==> src/rtl/i2c_cmd_pkg.sv <==
package i2c_cmd_pkg;
  typedef enum logic [2:0] {
    OP_IDLE, OP_START, OP_RSTART, OP_STOP, OP_WRITE, OP_READ, OP_ACK
  } op_e;
  localparam int unsigned BYTE_W  = 8;
  localparam int unsigned FRAME_W = BYTE_W + 1;
endpackage

==> src/rtl/i2c_baud_tick.sv <==
module i2c_baud_tick #(
  parameter int unsigned DIV_W = 16
) (
  input  logic             clk_i,
  input  logic             rst_ni,
  input  logic             en_i,
  input  logic [DIV_W-1:0] div_i,
  output logic             tick_o
);
  logic [DIV_W-1:0] cnt_q;
  logic [DIV_W:0]   cnt_inc;

  assign cnt_inc = {1'b0, cnt_q} + 1'b1;
  // div of 0 behaves as 1
  assign tick_o  = en_i && (cnt_inc >= {1'b0, div_i});

  always_ff @(posedge clk_i or negedge rst_ni) begin
    if (!rst_ni)              cnt_q <= '0;
    else if (!en_i || tick_o) cnt_q <= '0;
    else                      cnt_q <= cnt_q + 1'b1;
  end
endmodule

==> src/rtl/i2c_cmd_decode.sv <==
module i2c_cmd_decode
  import i2c_cmd_pkg::*;
(
  input  logic start_i,
  input  logic rstart_i,
  input  logic stop_i,
  input  logic write_i,
  input  logic read_i,
  input  logic ack_i,
  output op_e  op_o,
  output logic any_o
);
  assign any_o = start_i | rstart_i | stop_i | write_i | read_i | ack_i;

  always_comb begin
    if (start_i)       op_o = OP_START;
    else if (rstart_i) op_o = OP_RSTART;
    else if (stop_i)   op_o = OP_STOP;
    else if (write_i)  op_o = OP_WRITE;
    else if (read_i)   op_o = OP_READ;
    else if (ack_i)    op_o = OP_ACK;
    else               op_o = OP_IDLE;
  end
endmodule

==> src/rtl/i2c_frame_shift.sv <==
module i2c_frame_shift #(
  parameter int unsigned SH_W  = 8,
  parameter int unsigned LEN_W = 4
) (
  input  logic             clk_i,
  input  logic             rst_ni,
  input  logic             load_i,
  input  logic [SH_W-1:0]  load_bits_i,
  input  logic [LEN_W-1:0] load_len_i,
  input  logic             shift_i,
  input  logic             sda_i,
  output logic             next_bit_o,
  output logic             last_o,
  output logic [SH_W-2:0]  low_o
);
  logic [SH_W-1:0]  sh_q;
  logic [LEN_W-1:0] len_q;

  // sh_q holds the bits after the one on the line; samples enter at the bottom
  always_ff @(posedge clk_i or negedge rst_ni) begin
    if (!rst_ni) begin
      sh_q  <= '0;
      len_q <= '0;
    end else if (load_i) begin
      sh_q  <= load_bits_i;
      len_q <= load_len_i;
    end else if (shift_i) begin
      sh_q  <= {sh_q[SH_W-2:0], sda_i};
      len_q <= len_q - 1'b1;
    end
  end

  assign next_bit_o = sh_q[SH_W-1];
  assign last_o     = (len_q == LEN_W'(1));
  assign low_o      = sh_q[SH_W-2:0];
endmodule

==> src/rtl/i2c_cmd_master.sv <==
module i2c_cmd_master
  import i2c_cmd_pkg::*;
#(
  parameter int unsigned DIV_W = 16
) (
  input  logic              clk_i,
  input  logic              rst_ni,
  input  logic [DIV_W-1:0]  div_i,
  input  logic              cmd_start_i,
  input  logic              cmd_rstart_i,
  input  logic              cmd_stop_i,
  input  logic              cmd_write_i,
  input  logic              cmd_read_i,
  input  logic              cmd_ack_i,
  input  logic [BYTE_W-1:0] wdata_i,
  input  logic              ack_data_i,
  input  logic              irq_clr_i,
  input  logic              wcol_clr_i,
  input  logic              sda_i,
  output logic              scl_o,
  output logic              sda_o,
  output logic              busy_o,
  output logic              irq_o,
  output logic              wcol_o,
  output logic              ack_stat_o,
  output logic [BYTE_W-1:0] rdata_o
);
  localparam int unsigned LEN_W = $clog2(FRAME_W + 1);

  op_e               op_q, cmd_op;
  logic              cmd_any, accept, tick, done, is_bits, cmd_bits;
  logic [1:0]        step_q;
  logic              scl_q, sda_q, busy_q, irq_q, wcol_q, ack_q;
  logic [BYTE_W-1:0] rdata_q;
  logic [FRAME_W-1:0] load_val;
  logic [LEN_W-1:0]  load_len;
  logic              sh_load, sh_shift, next_bit, last_bit;
  logic [BYTE_W-2:0] sh_low;

  i2c_cmd_decode u_dec (
    .start_i (cmd_start_i), .rstart_i(cmd_rstart_i), .stop_i(cmd_stop_i),
    .write_i (cmd_write_i), .read_i  (cmd_read_i),   .ack_i (cmd_ack_i),
    .op_o    (cmd_op),      .any_o   (cmd_any)
  );

  i2c_baud_tick #(.DIV_W(DIV_W)) u_baud (
    .clk_i, .rst_ni, .en_i(busy_q), .div_i, .tick_o(tick)
  );

  assign accept   = cmd_any && !busy_q;
  assign is_bits  = (op_q == OP_WRITE) || (op_q == OP_READ) || (op_q == OP_ACK);
  assign cmd_bits = (cmd_op == OP_WRITE) || (cmd_op == OP_READ) || (cmd_op == OP_ACK);

  always_comb begin
    load_val = '1;
    load_len = '0;
    case (cmd_op)
      OP_WRITE: begin load_val = {wdata_i, 1'b1};            load_len = LEN_W'(FRAME_W); end
      OP_READ:  begin load_val = '1;                          load_len = LEN_W'(BYTE_W);  end
      OP_ACK:   begin load_val = {ack_data_i, {BYTE_W{1'b1}}}; load_len = LEN_W'(1);      end
      default: ;
    endcase
  end

  assign sh_load  = accept && cmd_bits;
  assign sh_shift = busy_q && tick && is_bits && scl_q;

  i2c_frame_shift #(.SH_W(BYTE_W), .LEN_W(LEN_W)) u_shift (
    .clk_i, .rst_ni,
    .load_i     (sh_load),
    .load_bits_i(load_val[FRAME_W-2:0]),
    .load_len_i (load_len),
    .shift_i    (sh_shift),
    .sda_i,
    .next_bit_o (next_bit),
    .last_o     (last_bit),
    .low_o      (sh_low)
  );

  always_comb begin
    done = 1'b0;
    if (busy_q && tick) begin
      case (op_q)
        OP_START:  done = (step_q == 2'd1);
        OP_RSTART: done = (step_q == 2'd2);
        OP_STOP:   done = (step_q == 2'd1);
        OP_WRITE, OP_READ, OP_ACK: done = scl_q && last_bit;
        default:   done = 1'b0;
      endcase
    end
  end

  always_ff @(posedge clk_i or negedge rst_ni) begin
    if (!rst_ni) begin
      op_q    <= OP_IDLE;
      step_q  <= '0;
      scl_q   <= 1'b1;
      sda_q   <= 1'b1;
      busy_q  <= 1'b0;
      ack_q   <= 1'b0;
      rdata_q <= '0;
    end else if (accept) begin
      op_q   <= cmd_op;
      step_q <= '0;
      busy_q <= 1'b1;
      case (cmd_op)
        OP_RSTART: sda_q <= 1'b1;
        OP_STOP:   sda_q <= 1'b0;
        OP_WRITE, OP_READ, OP_ACK: sda_q <= load_val[FRAME_W-1];
        default: ;
      endcase
    end else if (busy_q && tick) begin
      step_q <= step_q + 1'b1;
      case (op_q)
        OP_START:
          if (step_q == 2'd0) sda_q <= 1'b0;
          else                scl_q <= 1'b0;
        OP_RSTART:
          case (step_q)
            2'd0:    scl_q <= 1'b1;
            2'd1:    sda_q <= 1'b0;
            default: scl_q <= 1'b0;
          endcase
        OP_STOP:
          if (step_q == 2'd0) scl_q <= 1'b1;
          else                sda_q <= 1'b1;
        OP_WRITE, OP_READ, OP_ACK:
          if (!scl_q) scl_q <= 1'b1;
          else begin
            scl_q <= 1'b0;
            sda_q <= last_bit ? 1'b1 : next_bit;
          end
        default: ;
      endcase
      if (done) begin
        busy_q <= 1'b0;
        op_q   <= OP_IDLE;
        if (op_q == OP_WRITE) ack_q   <= sda_i;
        if (op_q == OP_READ)  rdata_q <= {sh_low, sda_i};
      end
    end
  end

  always_ff @(posedge clk_i or negedge rst_ni) begin
    if (!rst_ni) begin
      irq_q  <= 1'b0;
      wcol_q <= 1'b0;
    end else begin
      if (done)           irq_q <= 1'b1;
      else if (irq_clr_i) irq_q <= 1'b0;
      if (cmd_any && busy_q) wcol_q <= 1'b1;
      else if (wcol_clr_i)   wcol_q <= 1'b0;
    end
  end

  assign scl_o      = scl_q;
  assign sda_o      = sda_q;
  assign busy_o     = busy_q;
  assign irq_o      = irq_q;
  assign wcol_o     = wcol_q;
  assign ack_stat_o = ack_q;
  assign rdata_o    = rdata_q;
endmodule

==> config.mk <==
export PLATFORM = sky130hd
export DESIGN_NAME = i2c_cmd_master
export DESIGN_NICKNAME = d
export VERILOG_FILES = /design/src/rtl/i2c_cmd_pkg.sv /design/src/rtl/i2c_baud_tick.sv /design/src/rtl/i2c_cmd_decode.sv /design/src/rtl/i2c_frame_shift.sv /design/src/rtl/i2c_cmd_master.sv
export SDC_FILE = /design/constraint.sdc
export NUM_CORES = 1
export LEC_CHECK = 0
export CORE_MARGIN = 8
export CORE_UTILIZATION = 52
export CTS_CLUSTER_SIZE = 14
export DETAILED_ROUTE_END_ITERATION = 12
export DONT_BUFFER_PORTS = 1
export PLACE_DENSITY = 0.67
export SLEW_MARGIN = 0
export SYNTH_ARGS = -nofsm -noshare
export SYNTH_HDL_FRONTEND = slang
export SYNTH_SLANG_ARGS = --single-unit
export TNS_END_PERCENT = 50
==> constraint.sdc <==
create_clock -name clk_i -period 5.7 [get_ports clk_i]
set_clock_uncertainty 0.05 [all_clocks]
set_input_delay 0.285 -clock clk_i [delete_from_list [all_inputs] [get_ports clk_i]]
set_output_delay 0.285 -clock clk_i [all_outputs]
set_load 0.005 [all_outputs]
==> metrics.csv <==
metric,value,unit
outcome,"finished, final reports clean",
Critical Path Start Type,flip-flop,
crit path kind,reg -> reg,
"Top FF cell, synth",dfrtp_1,
share of the synthesized area in the top cell type,39.75,%
Pleak,1.464,nW
CTS H-tree lvls,2,
Ys Warns,0,
CP Max Fanout,14,
vias in the first global route,2247,
DP HPWL,4.523,mm
Routed WL,6.196,mm
Register Area,0.001179,mm²
Sw Share,32.60,%
Final period util,67.21,%
num rows,27,
# nets final,359,
clock buffer depth,2,
cell area after layout,0.003017,mm²
RSZ-0062 raised after global routing,no,
Hold Path Class,in -> reg,
routed len/inst,16.57,µm
clock sinks,47,
Critical Path RT,5.84,ns
# DRC,0,
DR iter-0 viols,98,
Hold Fails Final Rpt,0,
Worst-Skew Late Latency,0.31,ns
I/O pin cnt,50,
max-cap violation count,0,
post-DR vias/cell,5.783,
Synth cell types,47,
number of diodes,0,
multi-input combinational cell area,0.001498,mm²
filler cell count,463,
RePlAce Congestion,0.8742,
syn nets,360,
Vias,2163,
Async SR Flop Fraction,100.0,%
register bit total from synthesis,47,
proportion of layout cells with a drive suffix above 1,8.609,%
port buffer count,0,
# resized after CTS,0,
minimum clock period,3.831,ns
CTS tree,yes,
All-Layer GR Usage,15.96,%
first-pass GRT wire length,10.63,mm
fmax,261.0,MHz
internal power,0.5430,mW
post-synthesis sequential area ratio,41.61,%
"EDFF count, synth",0,
switching pwr,0.2626,mW
DP Worst Slack,1.922,ns
slew margin rel.,26.29,%
die area,0.008065,mm²
Clk network pwr share,27.3,%
Post-Syn Area per Cell,9.380,µm²
Num CTS Buffers,5,
"IR drop worst, VDD",0.1366,mV
clock slew seen by the registers of the worst setup and hold paths,0.10,ns
Gate power share,24.8,%
top post-synthesis cells by area,"dfrtp_1, ha_1, mux2_2, inv_1, nor2b_1",
Starting Density,52.74,%
pwr/cell area,267.0,mW/mm²
final setup margin,1.869,ns
Seq pwr share,48.0,%
Max Slew Vio Count,0,
grt total ovfl,0,
capturing element type of the critical path,flip-flop,
CP arrival,3.97,ns
Routed Antenna Nets,0,
largest net degree at the start of global routing,48,
Die Ht,89.81,µm
core area,0.005371,mm²
Initial DRT Pass Iterations,4,
initial antenna violation count,0,
setup TNS,0,ns
Least-Margin Pin Slew,1.101,ns
Placed Area,0.002883,mm²
cell count after synthesis,302,
area grow syn2layout,6.493,%
"area leader, netlist",dfrtp_1,
"Setup violations, final",0,
Die W,89.81,µm
CTS root buffer,clkbuf_8,
Post-Syn Area,0.002833,mm²
[cells in the mapped netlist (all sizes together) (2+ instances only)]
master / instances
nand3: 15
and4: 4
buf: 3
clkbuf: 8
nand2: 23
o22ai: 4
or4: 2
a21o: 2
nor3: 4
o21ai: 17
mux2i: 4
a211oi: 5
dfrtp: 45
nor2: 18
a21oi: 8
a31oi: 9
nor4: 2
o2111ai: 2
inv: 29
o211ai: 3
xnor2: 9
ha: 22
mux2: 10
nand4: 7
and2: 3
dfstp: 2
nor2b: 16
xor2: 5
and3: 5
or3: 2
[worst max-delay path: stages, from the launching register on]
cell      delay (ns)
dfrtp_1         0.43
and4_1          0.23
and4_1          0.27
and3_1          0.22
xor2_1          0.15
ha_1            0.30
nand4_1         0.14
inv_1           0.08
nand4_1         0.13
o211ai_1        0.90
nand3_2         0.41
mux2_2          0.39
[cell families (layout without fill, tap and decap cells)]
kind of cell,after synthesis,count (layout),share of synthesized area [%]
xor+xnor,14,14,4.329
compound gates,60,60,13.83
buf+inv,40,40,5.521
simple gates,105,105,19.61
flops,47,47,41.61
mux,14,14,5.389
fa+ha+maj,22,22,9.717
[through the flow]
stage | util, % | cells | hold slack (ns) | power, mW
finish | 56.16 | 374 | 0.02175 | 0.8056
global route | 56.16 | 374 | 0.02993 | 0.8510
CTS | 56.16 | 374 | 0.01645 | 0.8039
detailed placement | 53.67 | 364 | -0.05858 | 0.5733
global placement | 53.67 | 364 | -0.05865 | 0.5683
floorplan | - | 302 | -0.06059 | 0.5309
[power groups by stage]
| stage | Clock (mW) | Combinational (mW) | Sequential (mW) |
|---|---|---|---|
| final | 0.220 | 0.199 | 0.386 |
| after global routing | 0.234 | 0.226 | 0.391 |
| after floorplan | 0 | 0.145 | 0.386 |
| after global placement | 0 | 0.177 | 0.391 |
| after CTS | 0.226 | 0.192 | 0.386 |
| after detailed placement | 0 | 0.181 | 0.392 |
[layer usage]
| metal | track usage (%) | up-vias | routed length [µm] |
|---|---|---|---|
| met5 | 0 | - | 0 |
| met2 | 25.83 | 54 | 2917 |
| li1 | - | 1066 | - |
| met3 | 4.821 | 11 | 384 |
| met4 | 6.911 | 0 | 129 |
| met1 | 19.13 | 1032 | 2765 |
[path summary, 6_finish.rpt]
check / startpoint / endpoint / slack [ns] / cells after the start
max: u_baud.cnt_q[2] / rdata_o[5] / 1.87 / 11
min: wcol_clr_i / wcol_o / 0.02 / 1
max reg2reg: u_baud.cnt_q[2] / rdata_o[5] / 1.87 / 11
min reg2reg: u_baud.cnt_q[0] / u_baud.cnt_q[0] / 0.44 / 1
max in group asynchronous: rst_ni / sda_o / 4.90 / 2
min in group asynchronous: rst_ni / step_q[0] / 0.44 / 2
[repair_timing]
item                                    in CTS  in global routing
endpoints found under the setup margin       0                  0
hold buffers                                 2                  0
endpoints found under the hold margin       47                  0
setup buffers                                0                  0
[layout make-up]
type	instances	share of cell area, %
clock buffer	5	2.281
clock inverter	3	0.9125
inverter	29	3.608
multi-input combinational	215	49.65
sequential	47	39.07
tap	72	2.986
timing repair buffer	3	1.493
[cell usage in the layout (no fill, tap or decap), types with 2 or more instances in the layout]
cell type,netlist,routed
mux2i_1,4,4
or3_1,2,2
o211ai_1,3,3
a211oi_1,4,4
nand4_1,7,7
o21ai_0,17,17
ha_1,22,22
and3_1,5,5
a31oi_1,9,9
nor2b_1,16,16
clkbuf_8,0,5
dfrtp_1,45,45
and2_1,3,3
inv_1,29,29
xnor2_1,9,9
o2111ai_1,2,2
nand2_1,23,23
nor4_1,2,2
dfstp_2,2,2
xor2_1,5,5
or4_1,2,2
nand3_1,14,14
a21oi_1,8,8
mux2_2,10,10
and4_1,4,4
nor2_1,18,18
a21o_1,2,2
o22ai_1,4,4
nor3_1,4,4
[registers in the layout, summed over array words and instances, names as in the netlist]
| signal | count |
|---|---|
| op_q | 3 |
| u_shift.len_q | 4 |
| u_baud.cnt_q | 16 |
| sda_o | 1 |
| irq_o | 1 |
| busy_o | 1 |
| ack_stat_o | 1 |
| rdata_o | 8 |
| scl_o | 1 |
| wcol_o | 1 |
| u_shift.sh_q | 8 |
| step_q | 2 |
Power figures use the tool's default switching activity.
